<file path="src/rtl/iac_pkg.sv">
package iac_pkg;
  localparam int ILC_WORD_W    = 24;
  localparam int ILC_ADDR_LO_W = 14;
  localparam int ILC_WC_LO_W   = 10;
  localparam int CHAIN_PAGE_W  = 5;
  localparam int CHAIN_WORD_W  = CHAIN_PAGE_W + 1;

  typedef struct packed {
    logic                    irq_en;
    logic [CHAIN_PAGE_W-1:0] page;
  } chain_cfg_t;
endpackage

</file>
<file path="src/rtl/iac_chain_reg.sv">
module iac_chain_reg
  import iac_pkg::*;
(
  input  logic                    clk,
  input  logic                    rst_n,
  input  logic                    load_i,
  input  logic [CHAIN_WORD_W-1:0] word_i,
  input  logic                    take_i,
  output logic                    pending_o,
  output logic [CHAIN_PAGE_W-1:0] page_o,
  output logic                    irq_o
);
  chain_cfg_t cfg_q, cfg_d;
  logic       pend_q, pend_d;
  logic       irq_q, irq_d;

  always_comb begin
    cfg_d  = cfg_q;
    pend_d = pend_q;
    if (take_i) pend_d = 1'b0;
    if (load_i) begin
      cfg_d  = chain_cfg_t'(word_i);
      pend_d = 1'b1;
    end
    irq_d = take_i & cfg_q.irq_en;
  end

  always_ff @(posedge clk or negedge rst_n) begin
    if (!rst_n) begin
      cfg_q  <= '0;
      pend_q <= 1'b0;
      irq_q  <= 1'b0;
    end else begin
      cfg_q  <= cfg_d;
      pend_q <= pend_d;
      irq_q  <= irq_d;
    end
  end

  assign pending_o = pend_q;
  assign page_o    = cfg_q.page;
  assign irq_o     = irq_q;
endmodule

</file>
<file path="src/rtl/iac_addr_path.sv">
module iac_addr_path
  import iac_pkg::*;
#(
  parameter int ADDR_W = 16,
  parameter int OFF_W  = 11,
  localparam int HI_W  = ADDR_W - ILC_ADDR_LO_W
) (
  input  logic                     clk,
  input  logic                     rst_n,
  input  logic                     clear_i,
  input  logic                     load_lo_i,
  input  logic [ILC_ADDR_LO_W-1:0] lo_i,
  input  logic                     load_hi_i,
  input  logic [HI_W-1:0]          hi_i,
  input  logic                     step_i,
  input  logic                     pending_i,
  input  logic [CHAIN_PAGE_W-1:0]  page_i,
  output logic                     take_o,
  output logic [ADDR_W-1:0]        addr_o
);
  logic [ADDR_W-1:0] addr_q, addr_d, base, inc, chained;
  logic              boundary;

  assign inc      = addr_q + ADDR_W'(1);
  assign boundary = (inc[OFF_W-1:0] == '0);
  assign take_o   = step_i & pending_i & boundary;

  always_comb begin
    chained = '0;
    chained[OFF_W +: CHAIN_PAGE_W] = page_i;
    base   = clear_i ? '0 : addr_q;
    addr_d = addr_q;
    if (load_lo_i)      addr_d = {base[ADDR_W-1:ILC_ADDR_LO_W], lo_i};
    else if (clear_i)   addr_d = '0;
    else if (load_hi_i) addr_d = {hi_i, addr_q[ILC_ADDR_LO_W-1:0]};
    else if (step_i)    addr_d = take_o ? chained : inc;
  end

  always_ff @(posedge clk or negedge rst_n) begin
    if (!rst_n) addr_q <= '0;
    else        addr_q <= addr_d;
  end

  assign addr_o = addr_q;
endmodule

</file>
<file path="src/rtl/iac_count_path.sv">
module iac_count_path
  import iac_pkg::*;
#(
  parameter int WC_W  = 15,
  localparam int HI_W = WC_W - ILC_WC_LO_W
) (
  input  logic                   clk,
  input  logic                   rst_n,
  input  logic                   clear_i,
  input  logic                   load_lo_i,
  input  logic [ILC_WC_LO_W-1:0] lo_i,
  input  logic                   load_hi_i,
  input  logic [HI_W-1:0]        hi_i,
  input  logic                   step_i,
  output logic [WC_W-1:0]        wc_o,
  output logic                   en_o
);
  logic [WC_W-1:0] wc_q, wc_d, base;
  logic            en_q, en_d;

  always_comb begin
    base = clear_i ? '0 : wc_q;
    wc_d = wc_q;
    en_d = en_q;
    if (load_lo_i) begin
      wc_d = {base[WC_W-1:ILC_WC_LO_W], lo_i};
      en_d = 1'b1;
    end else if (clear_i) begin
      wc_d = '0;
      en_d = 1'b0;
    end else if (load_hi_i) begin
      wc_d = {hi_i, wc_q[ILC_WC_LO_W-1:0]};
    end else if (step_i) begin
      wc_d = wc_q - WC_W'(1);
      if (wc_q == WC_W'(1)) en_d = 1'b0;
    end
  end

  always_ff @(posedge clk or negedge rst_n) begin
    if (!rst_n) begin
      wc_q <= '0;
      en_q <= 1'b0;
    end else begin
      wc_q <= wc_d;
      en_q <= en_d;
    end
  end

  assign wc_o = wc_q;
  assign en_o = en_q;
endmodule

</file>
<file path="src/rtl/ilace_addr_chain.sv">
module ilace_addr_chain
  import iac_pkg::*;
#(
  parameter int ADDR_W = 16,
  parameter int WC_W   = 15,
  parameter int OFF_W  = 11
) (
  input  logic                                clk,
  input  logic                                rst_n,
  input  logic                                start_i,
  input  logic                                ilc_load_i,
  input  logic [ILC_WORD_W-1:0]               ilc_word_i,
  input  logic                                ext_load_i,
  input  logic [ADDR_W-ILC_ADDR_LO_W-1:0]     ext_addr_hi_i,
  input  logic [WC_W-ILC_WC_LO_W-1:0]         ext_wc_hi_i,
  input  logic                                chain_load_i,
  input  logic [CHAIN_WORD_W-1:0]             chain_word_i,
  input  logic                                advance_i,
  output logic [ADDR_W-1:0]                   addr_o,
  output logic [WC_W-1:0]                     wcount_o,
  output logic                                wc_zero_o,
  output logic                                ilc_en_o,
  output logic                                chain_irq_o
);
  logic                    step, take, pending;
  logic [CHAIN_PAGE_W-1:0] page;

  assign step = advance_i & ilc_en_o & ~start_i & ~ilc_load_i & ~ext_load_i;

  iac_chain_reg u_chain (
    .clk       (clk),
    .rst_n     (rst_n),
    .load_i    (chain_load_i),
    .word_i    (chain_word_i),
    .take_i    (take),
    .pending_o (pending),
    .page_o    (page),
    .irq_o     (chain_irq_o)
  );

  iac_addr_path #(.ADDR_W(ADDR_W), .OFF_W(OFF_W)) u_addr (
    .clk       (clk),
    .rst_n     (rst_n),
    .clear_i   (start_i),
    .load_lo_i (ilc_load_i),
    .lo_i      (ilc_word_i[ILC_ADDR_LO_W-1:0]),
    .load_hi_i (ext_load_i),
    .hi_i      (ext_addr_hi_i),
    .step_i    (step),
    .pending_i (pending),
    .page_i    (page),
    .take_o    (take),
    .addr_o    (addr_o)
  );

  iac_count_path #(.WC_W(WC_W)) u_count (
    .clk       (clk),
    .rst_n     (rst_n),
    .clear_i   (start_i),
    .load_lo_i (ilc_load_i),
    .lo_i      (ilc_word_i[ILC_WORD_W-1:ILC_ADDR_LO_W]),
    .load_hi_i (ext_load_i),
    .hi_i      (ext_wc_hi_i),
    .step_i    (step),
    .wc_o      (wcount_o),
    .en_o      (ilc_en_o)
  );

  assign wc_zero_o = (wcount_o == '0);
endmodule

</file>
<file path="config.mk">
export PLATFORM = sky130hd
export DESIGN_NAME = ilace_addr_chain
export DESIGN_NICKNAME = d
export VERILOG_FILES = /design/src/rtl/iac_pkg.sv /design/src/rtl/iac_chain_reg.sv /design/src/rtl/iac_addr_path.sv /design/src/rtl/iac_count_path.sv /design/src/rtl/ilace_addr_chain.sv
export SDC_FILE = /design/constraint.sdc
export NUM_CORES = 1
export LEC_CHECK = 0
export ABC_AREA = 1
export BUFFER_PORTS_ARGS = -buffer_cell sky130_fd_sc_hd__buf_2
export CAP_MARGIN = 20
export CORE_UTILIZATION = 56
export CTS_CLUSTER_DIAMETER = 100
export DETAILED_ROUTE_END_ITERATION = 8
export PLACE_DENSITY_LB_ADDON = 0.2
export SYNTH_ARGS = -nofsm -noshare
export SYNTH_HDL_FRONTEND = slang
export SYNTH_SLANG_ARGS = --single-unit
export TNS_END_PERCENT = 30
</file>
<file path="constraint.sdc">
create_clock -name clk -period 3.35 [get_ports clk]
set_clock_uncertainty 0.05 [all_clocks]
set_input_delay 0.1675 -clock clk [delete_from_list [all_inputs] [get_ports clk]]
set_output_delay 0.1675 -clock clk [all_outputs]
set_load 0.1 [all_outputs]
</file>
Yosys cells after proc, flatten, opt, wreduce, memory -nomap -nowiden --
Index checks and enable logic that the tools add are counted.
Storage, ports and cells: bits in registers 40, input port bits 44, output and inout bits 34, logic and storage cells 51
Operators by class: add/sub/neg operators 2, equal/unequal tests 3, mux-type cells 18, bitwise logic cells 10, reduce and logical (&&, ||, !) cells 9
Operator list (number):
- 16-bit 2-to-1 mux | 6
- 15-bit 2-to-1 mux | 5
- 16-bit by 1-bit adder with 16-bit output (second input constant) | 1
- 15-bit by 1-bit equality test with 1-bit output (second input constant) | 1
- 15-bit zero test | 1
- 15-bit by 1-bit subtractor with 15-bit output (second input constant) | 1
- 11-bit zero test | 1
- 3-bit nonzero test | 3
- 1-bit bitwise AND | 7
- 1-bit 2-to-1 mux | 7
- 2-bit AND reduction | 2
- 3-bit inequality test (second input constant) | 1
- 1-bit NOT | 3
- 3-bit AND reduction | 1
- 2-bit inequality test (second input constant) | 1
- 2-bit nonzero test | 1

Longest topological paths before layout --
Gate-level depths: netlist of the first run.
depth after elaboration 11, gate-level depth with buffers 13, depth with buffers taken out 13

Hierarchy --
From an unflattened synthesis of the first run, not the netlist that was laid out.
Unflattened totals: cell total of the unflattened synthesis 455, area, all modules 3020.4 um2
Modules (own cells, without submodules):
- iac_addr_path | instances 1, cells each 205, area an instance 1332.5 um2, sequential area each 400.4 um2
- iac_count_path | instances 1, cells each 183, area an instance 1244.9 um2, sequential area each 400.4 um2
- iac_chain_reg | instances 1, cells each 37, area an instance 327.8 um2, sequential area each 200.2 um2
- ilace_addr_chain | instances 1, cells each 30, area an instance 115.1 um2, sequential area each 0.0 um2

Worst setup path after synthesis of the first run --
No wires, ideal clock.
path kind register to output, from register u_count.wc_q[1], in the netlist u_count.wc_o[1], to output wc_zero_o, arrival 4.438 ns, required time 3.132 ns, path slack -1.306 ns, stages on the path, launching flop included 9, path buffers 0, cells stage by stage dfrtp_1 inv_1 ha_1 inv_1 nor2_1 inv_1 nor2_1 nand4_1 nor4_1
On the way: word-level cells in the longest chain between the ends 1
Ends and longest elaborated chain:
- start, declared | line iac_count_path.sv:18 | logic [WC_W-1:0] wc_q, wc_d, base;
- start signal, assigned | line iac_count_path.sv:44 | wc_q <= wc_d;
- 15-bit zero test | line ilace_addr_chain.sv:69 | assign wc_zero_o = (wcount_o == '0);
- end, declared | line ilace_addr_chain.sv:21 | output logic wc_zero_o,
Every way passes these cells.

Final worst setup path of the first run --
from register u_count.wc_q[0], in the netlist u_count.wc_o[0], to output wc_zero_o
Same word-level chain as after synthesis.

==> reports/metrics.yaml, run 1 <==
outcome:
  status: "completed"
global_routing:
  grt_pass1_wl_um: 11500
  first_global_vias: 2553
  grt_max_degree: 41
  overflow: 0
  grt_use_total: 0.284
  antenna_found_initial: 0
timing:
  fin_ws_ns: 0.814
  period_minus_slack_ns: 2.54
  finalSetupViolations: 0
  tns_ns: 0
  tightest_slew_ns: 0.885
  slew_viol_final: 0
  post-route-period-util: 0.757
  fmax_mhz: 394
  hold_viol: 0
  max-slew-margin-rel: 0.410
  rsz0062_at_grt: "false"
cts:
  cts_inserted_buffers: 5
  cts_hold_buf: 1
  cts_sinks: 40
  root_buffer: "clkbuf_8"
  clk_pin_slew_ns: 0.08
  cts_tree: "done"
  h-tree-depth: 2
  clock_path_buffers: 2
  cts_setup_buffers: 0
  insertion_delay_ns: 0.29
  cts_resized: 0
synthesis:
  syn_inst: 382
  synth_edf_count: 0
  ys.flop_type: "dfrtp_1"
  async_reset_ff_frac: 1.00
  synth_area_um2: 2710
  ys_seq_area_frac: 0.370
  ys_warn_count: 0
  synthDistinctLibCells: 37
  ys_seq_elements: 40
  avgSynthCellArea_um2: 7.09
  syn_nets: 430
setup_path:
  reg2reg_depth: 12
  rrSetupSlack_ns: 1.23
  slowest_delay_ns: 0.46
  crit_end: "wc_zero_o"
  crit_cells: 9
  cp_common_cell: "inv_1"
  r2r-start: "u_count.wc_o[0]$_DFFE_PN0P_"
  path_buf_inv: 4
  critPathTopFamily: "simple AND/OR/NAND/NOR gates"
  required_ns: 3.13
  cp_max_fo: 4
  worst_setup_path_end_kind: "output pin"
  crit_arrival_ns: 2.32
  criticalPathCategory: "register to output pin"
  timing.rr.end: "u_count.wc_o[10]$_DFFE_PN0P_"
  worst_setup_path_start_kind: "register"
  critPathSlowestCell: "buf_2"
  critPathLaunch: "u_count.wc_o[0]$_DFFE_PN0P_"
  path_cells: "inv_1, ha_1, inv_1, nor2_1, inv_1, nor2_1, nand4_1, nor4_4, buf_2"
drt:
  drt-pass1-iter-count: 5
  totalWireLength_um: 6900
  drt_iter0_drc: 241
  routedWlPerCell_um: 13.5
  ant_nets: 0
  drc: 0
  vias_per_cell: 5.55
  vias: 2833
layout:
  multi_input_area_um2: 1490
  num-nets-final: 505
  n_antenna_cell: 0
  syn_to_final_growth_pct: 20.8
  num-fill-cells: 360
  regArea_um2: 1000
  final_cell_mix: "nand2_1, buf_2, nor2_1, inv_1, dfrtp_1"
  layout_commonest_cell: "nand2_1"
  drive_gt1_frac: 0.253
power:
  total_power_w: 0.00159
  leakagePower_nw: 1.67
  power_density_nw_per_um2: 486
  vdd_drop_max_mv: 0.246
min_path:
  hold_class: "primary input to register"
die:
  dieHeight_um: 71.6
  die_x_um: 71.6
  initial_core_util: 0.601
  row_count: 24
  ios: 78
  die_area_um2: 5120
  coreArea_um2: 4500
placement:
  dp_hpwl_um: 5060
  finalWeightedCongestion: 0.933
  post-place-ws_ns: 1.21
  place.port_buffers: 77
job:
  drv_cap: 0
==> cell usage after synthesis (2+ instances only) <==
cell	number	area, µm²
clkbuf_1	6	22.5
nand3_1	21	105
a21oi_2	3	26.3
nand4_1	10	62.6
ha_1	4	50.1
nor2_4	5	56.3
xnor2_1	3	26.3
nand3b_1	2	15.0
nor2_1	55	206
xor2_1	5	43.8
mux2_2	2	22.5
nand2_2	7	43.8
nor3_1	2	10.0
a21oi_1	7	35.0
nand2_1	92	345
inv_1	49	184
dfrtp_1	40	1000
a31oi_1	16	100
nand3_2	5	50.1
nor2_2	2	12.5
o21ai_0	26	130
buf_2	4	20.0
o31ai_1	2	15.0
==> logic make-up (layout without fill, tap and decap cells) <==
kind of cell | Yosys count | in the layout | share of synthesized area
and+or+nand+nor | 207 | 207 | 0.360
buffers and inverters | 61 | 137 | 0.0878
AOI/OAI and AO/OA | 60 | 60 | 0.130
DFF | 40 | 40 | 0.370
xor gates and xnor gates | 8 | 8 | 0.0259
adders and majority gates | 4 | 4 | 0.0185
muxes | 2 | 2 | 0.00831
==> worst register-to-register path, stage by stage, from the launching register on <==
cell	delay [ns]
dfrtp_1	0.41
inv_1	0.10
ha_1	0.18
inv_1	0.06
nor2_1	0.11
inv_1	0.07
nor2_1	0.24
inv_1	0.12
nor2_1	0.20
nand2_1	0.09
xor2_1	0.15
o21ai_0	0.12
o21ai_0	0.10
==> how the worst min path moves through the flow <==
stage | cells past startpoint | start | endpoint | slack (ns)
after floorplan | 0 | rst_n | u_addr.addr_o[0]$_DFFE_PN0P_ | -0.18
after global placement | 1 | rst_n | u_count.wc_o[5]$_DFFE_PN0P_ | 0.30
after detailed placement | 1 | rst_n | u_count.wc_o[3]$_DFFE_PN0P_ | 0.30
after CTS | 3 | chain_word_i[0] | u_chain.page_o[0]$_DFFE_PN0P_ | 0.03
after global routing | 3 | chain_word_i[2] | u_chain.page_o[2]$_DFFE_PN0P_ | 0.04
final | 3 | chain_word_i[0] | u_chain.page_o[0]$_DFFE_PN0P_ | 0.03
==> layer usage <==
layer | up-vias | share of wire | track usage
li1 | 1395 | - | -
met1 | 1270 | 0.46 | 0.414
met2 | 152 | 0.45 | 0.444
met3 | 16 | 0.081 | 0.0506
met4 | 0 | 0.016 | 0.0654
met5 | - | 0 | 0
==> state kept, by name, indices dropped and copies added, names as in the netlist <==
name,flops
u_addr.addr_o,16
u_chain.cfg_q,1
u_chain.irq_o,1
u_chain.page_o,5
u_chain.pending_o,1
u_count.en_o,1
u_count.wc_o,15
==> power breakdown <==
group          internal [W]  switching (W)  leakage, nW  total (W)
registers          0.000525      0.0000532        0.495   0.000579
logic              0.000117       0.000452         1.11   0.000569
clock network      0.000263       0.000178       0.0645   0.000441
==> stage by stage <==
step	cell area [µm²]	instances	utilization	hold slack [ns]
after floorplan	2720	382	-	-0.178
after global placement	3140	501	0.696	0.298
after detailed placement	3140	501	0.696	0.300
after CTS	3270	510	0.726	0.0277
after global routing	3270	510	0.726	0.0391
final	3270	510	0.726	0.0310
==> area by class of cell <==
cell class / count / area share
clock inverters: 1 / 0.00918
repair buffers: 80 / 0.125
multi-input cells: 281 / 0.454
well taps: 52 / 0.0199
inverters: 49 / 0.0562
flip-flops and latches: 40 / 0.306
clock buffers: 7 / 0.0294
Power figures use the tool's default switching activity.
==> run 2, diff against run 1 <==
--- a/config.mk
+++ b/config.mk
@@ -8,7 +8,7 @@
 export ABC_AREA = 1
 export BUFFER_PORTS_ARGS = -buffer_cell sky130_fd_sc_hd__buf_2
 export CAP_MARGIN = 20
-export CORE_UTILIZATION = 56
+export CORE_UTILIZATION = 47
 export CTS_CLUSTER_DIAMETER = 100
 export DETAILED_ROUTE_END_ITERATION = 8
 export PLACE_DENSITY_LB_ADDON = 0.2
==> constraint.sdc (replaced) <==
create_clock -name clk -period 2.05 [get_ports clk]
set_clock_uncertainty 0.05 [all_clocks]
set_input_delay 0.1025 -clock clk [delete_from_list [all_inputs] [get_ports clk]]
set_output_delay 0.1025 -clock clk [all_outputs]
set_load 0.1 [all_outputs]
==> reports/metrics.yaml, run 2 (synthesis results as in run 1) <==
global_routing:
  met2_usage: 0.396
  grt.busiest_layer: "met2"
  grt_use_total: 0.244
  grt_pass1_wl_um: 11700
  gr-usage-met3: 0.0447
  overflow: 0
  antenna_found_initial: 0
  grt_max_degree: 35
  first_global_vias: 2529
  met1_usage: 0.336
outcome:
  status: "completed"
layout:
  num-fill-cells: 519
  fin_util: 0.643
  stdcell_count: 553
  drive_gt1_frac: 0.320
  multi_input_area_um2: 1530
  largest_register_ffs: 16
  regArea_um2: 1030
  syn_to_final_growth_pct: 31.4
  num-nets-final: 528
  final_cell_mix: "nand2_1, buf_2, nor2_1, inv_1, o21ai_0"
  layout_commonest_cell: "nand2_1"
  n_antenna_cell: 0
cts:
  h-tree-depth: 2
  cts_sinks: 40
  cts_inserted_buffers: 5
  insertion_delay_ns: 0.29
  clk_pin_slew_ns: 0.08
  cts_tree: "done"
  root_buffer: "clkbuf_8"
  clock_path_buffers: 2
setup_path:
  path_buf_inv: 4
  crit_arrival_ns: 1.86
  required_ns: 1.90
  worst_setup_path_start_kind: "register"
  cp_max_fo: 3
  slowest_delay_ns: 0.49
  critPathTopFamily: "simple AND/OR/NAND/NOR gates"
  critPathSlowestCell: "dfrtp_4"
  criticalPathCategory: "register to output pin"
  worst_setup_path_end_kind: "output pin"
  path_cells: "inv_4, ha_4, inv_2, nor2_2, inv_2, nor2_4, nand4_1, nor4_4, buf_12"
  cp_common_cell: "inv_2"
power:
  power_density_nw_per_um2: 700
  leakagePower_nw: 1.74
  vdd_drop_max_mv: 0.375
  total_power_w: 0.00249
timing:
  max-slew-margin-rel: 0.641
  tns_ns: 0
  period_minus_slack_ns: 2.01
  finalSetupViolations: 0
  fmax_mhz: 496
  rsz0062_at_grt: "true"
  tightest_slew_ns: 0.538
  slew_viol_final: 0
  post-route-period-util: 0.983
  fin_ws_ns: 0.0358
  hold_viol: 0
die:
  initial_core_util: 0.489
  die_area_um2: 6070
  ios: 78
  row_count: 27
  dieHeight_um: 77.9
  die_x_um: 77.9
  coreArea_um2: 5540
placement:
  post-place-ws_ns: 0.121
  dp_hpwl_um: 5150
  placedCellCount: 527
  finalWeightedCongestion: 0.818
  place.port_buffers: 77
drt:
  totalWireLength_um: 6900
  ant_nets: 0
  drt_iter0_drc: 113
  vias_per_cell: 5.03
  drc: 0
  routedWlPerCell_um: 12.5
  vias: 2783
  drt-pass1-iter-count: 4
min_path:
  hold_class: "primary input to register"
job:
  drv_cap: 0
[run 2: cell types whose count changed in the layout (fill, tap and decap cells not counted), sizes merged]
cell,previous run,this run
bufinv,1,0
buf,79,90
clkinv,0,2
clkbuf,7,6
dlygate4sd3,1,13
[run 2: area by class of cell]
type                            instances  area share
Clock buffer                            6      0.0232
Clock inverter                          2     0.00281
Inverter                               49      0.0531
Multi-Input combinational cell        281       0.429
Sequential cell                        40       0.290
Tap cell                               72      0.0253
Timing Repair Buffer                  103       0.176
[run 2: repair_timing]
action	4_1_cts	5_1_grt
setup endpoints to repair	1	6
pin swaps	2	1
resized for setup	0	6
hold buffers	13	0
buffers inserted	5	0
endpoints found under the hold margin	52	0
[run 2: power breakdown]
group,internal (W),total [W],switching (W)
registers,0.000869,0.000958,0.0000888
logic,0.000233,0.000977,0.000744
clock network,0.000269,0.000556,0.000287
[run 2: path summary, 6_finish.rpt]
path / startpoint / endpoint / slack, ns / depth (start not counted)
setup / recovery: u_count.wc_o[1]$_DFFE_PN0P_ / wc_zero_o / 0.04 / 9
hold / removal: ilc_word_i[19] / u_count.wc_o[5]$_DFFE_PN0P_ / 0.01 / 3
setup reg to reg: u_addr.addr_o[0]$_DFFE_PN0P_ / u_addr.addr_o[14]$_DFFE_PN0P_ / 0.12 / 12
hold reg to reg: u_chain.cfg_q[5]$_DFFE_PN0P_ / u_chain.irq_o$_DFF_PN0_ / 0.46 / 2
max in group asynchronous: rst_n / u_addr.addr_o[1]$_DFFE_PN0P_ / 1.26 / 3
min in group asynchronous: rst_n / u_count.wc_o[7]$_DFFE_PN0P_ / 0.15 / 2
[run 2: per-layer routing]
metal	part of all wire	up-vias
met2	0.45	74
li1	-	1438
met4	0.0099	0
met3	0.051	5
met5	0	-
met1	0.49	1266
[run 2: worst register-to-register path, stage by stage (launching register included)]
cell and delay, ns:
dfrtp_4 0.46, ha_4 0.16, nand2_2 0.07, nor2_4 0.17, nand3_1 0.11, nand2_1 0.10, nand2_2 0.07, nor2_4 0.17
nand3_4 0.17, nand3_1 0.11, nand3_1 0.07, nand2_1 0.06, nand2_1 0.04
[run 2: metrics by stage]
| step | instance area [µm²] | hold slack [ns] |
|---|---|---|
| 6_report | 3560 | 0.0117 |
| 5_1_grt | 3560 | 0.0212 |
| 4_1_cts | 3540 | 0.00244 |
| 3_5_place_dp | 3280 | -0.0707 |
| 3_3_place_gp | 3280 | -0.0695 |
| 2_1_floorplan | 2790 | -0.243 |
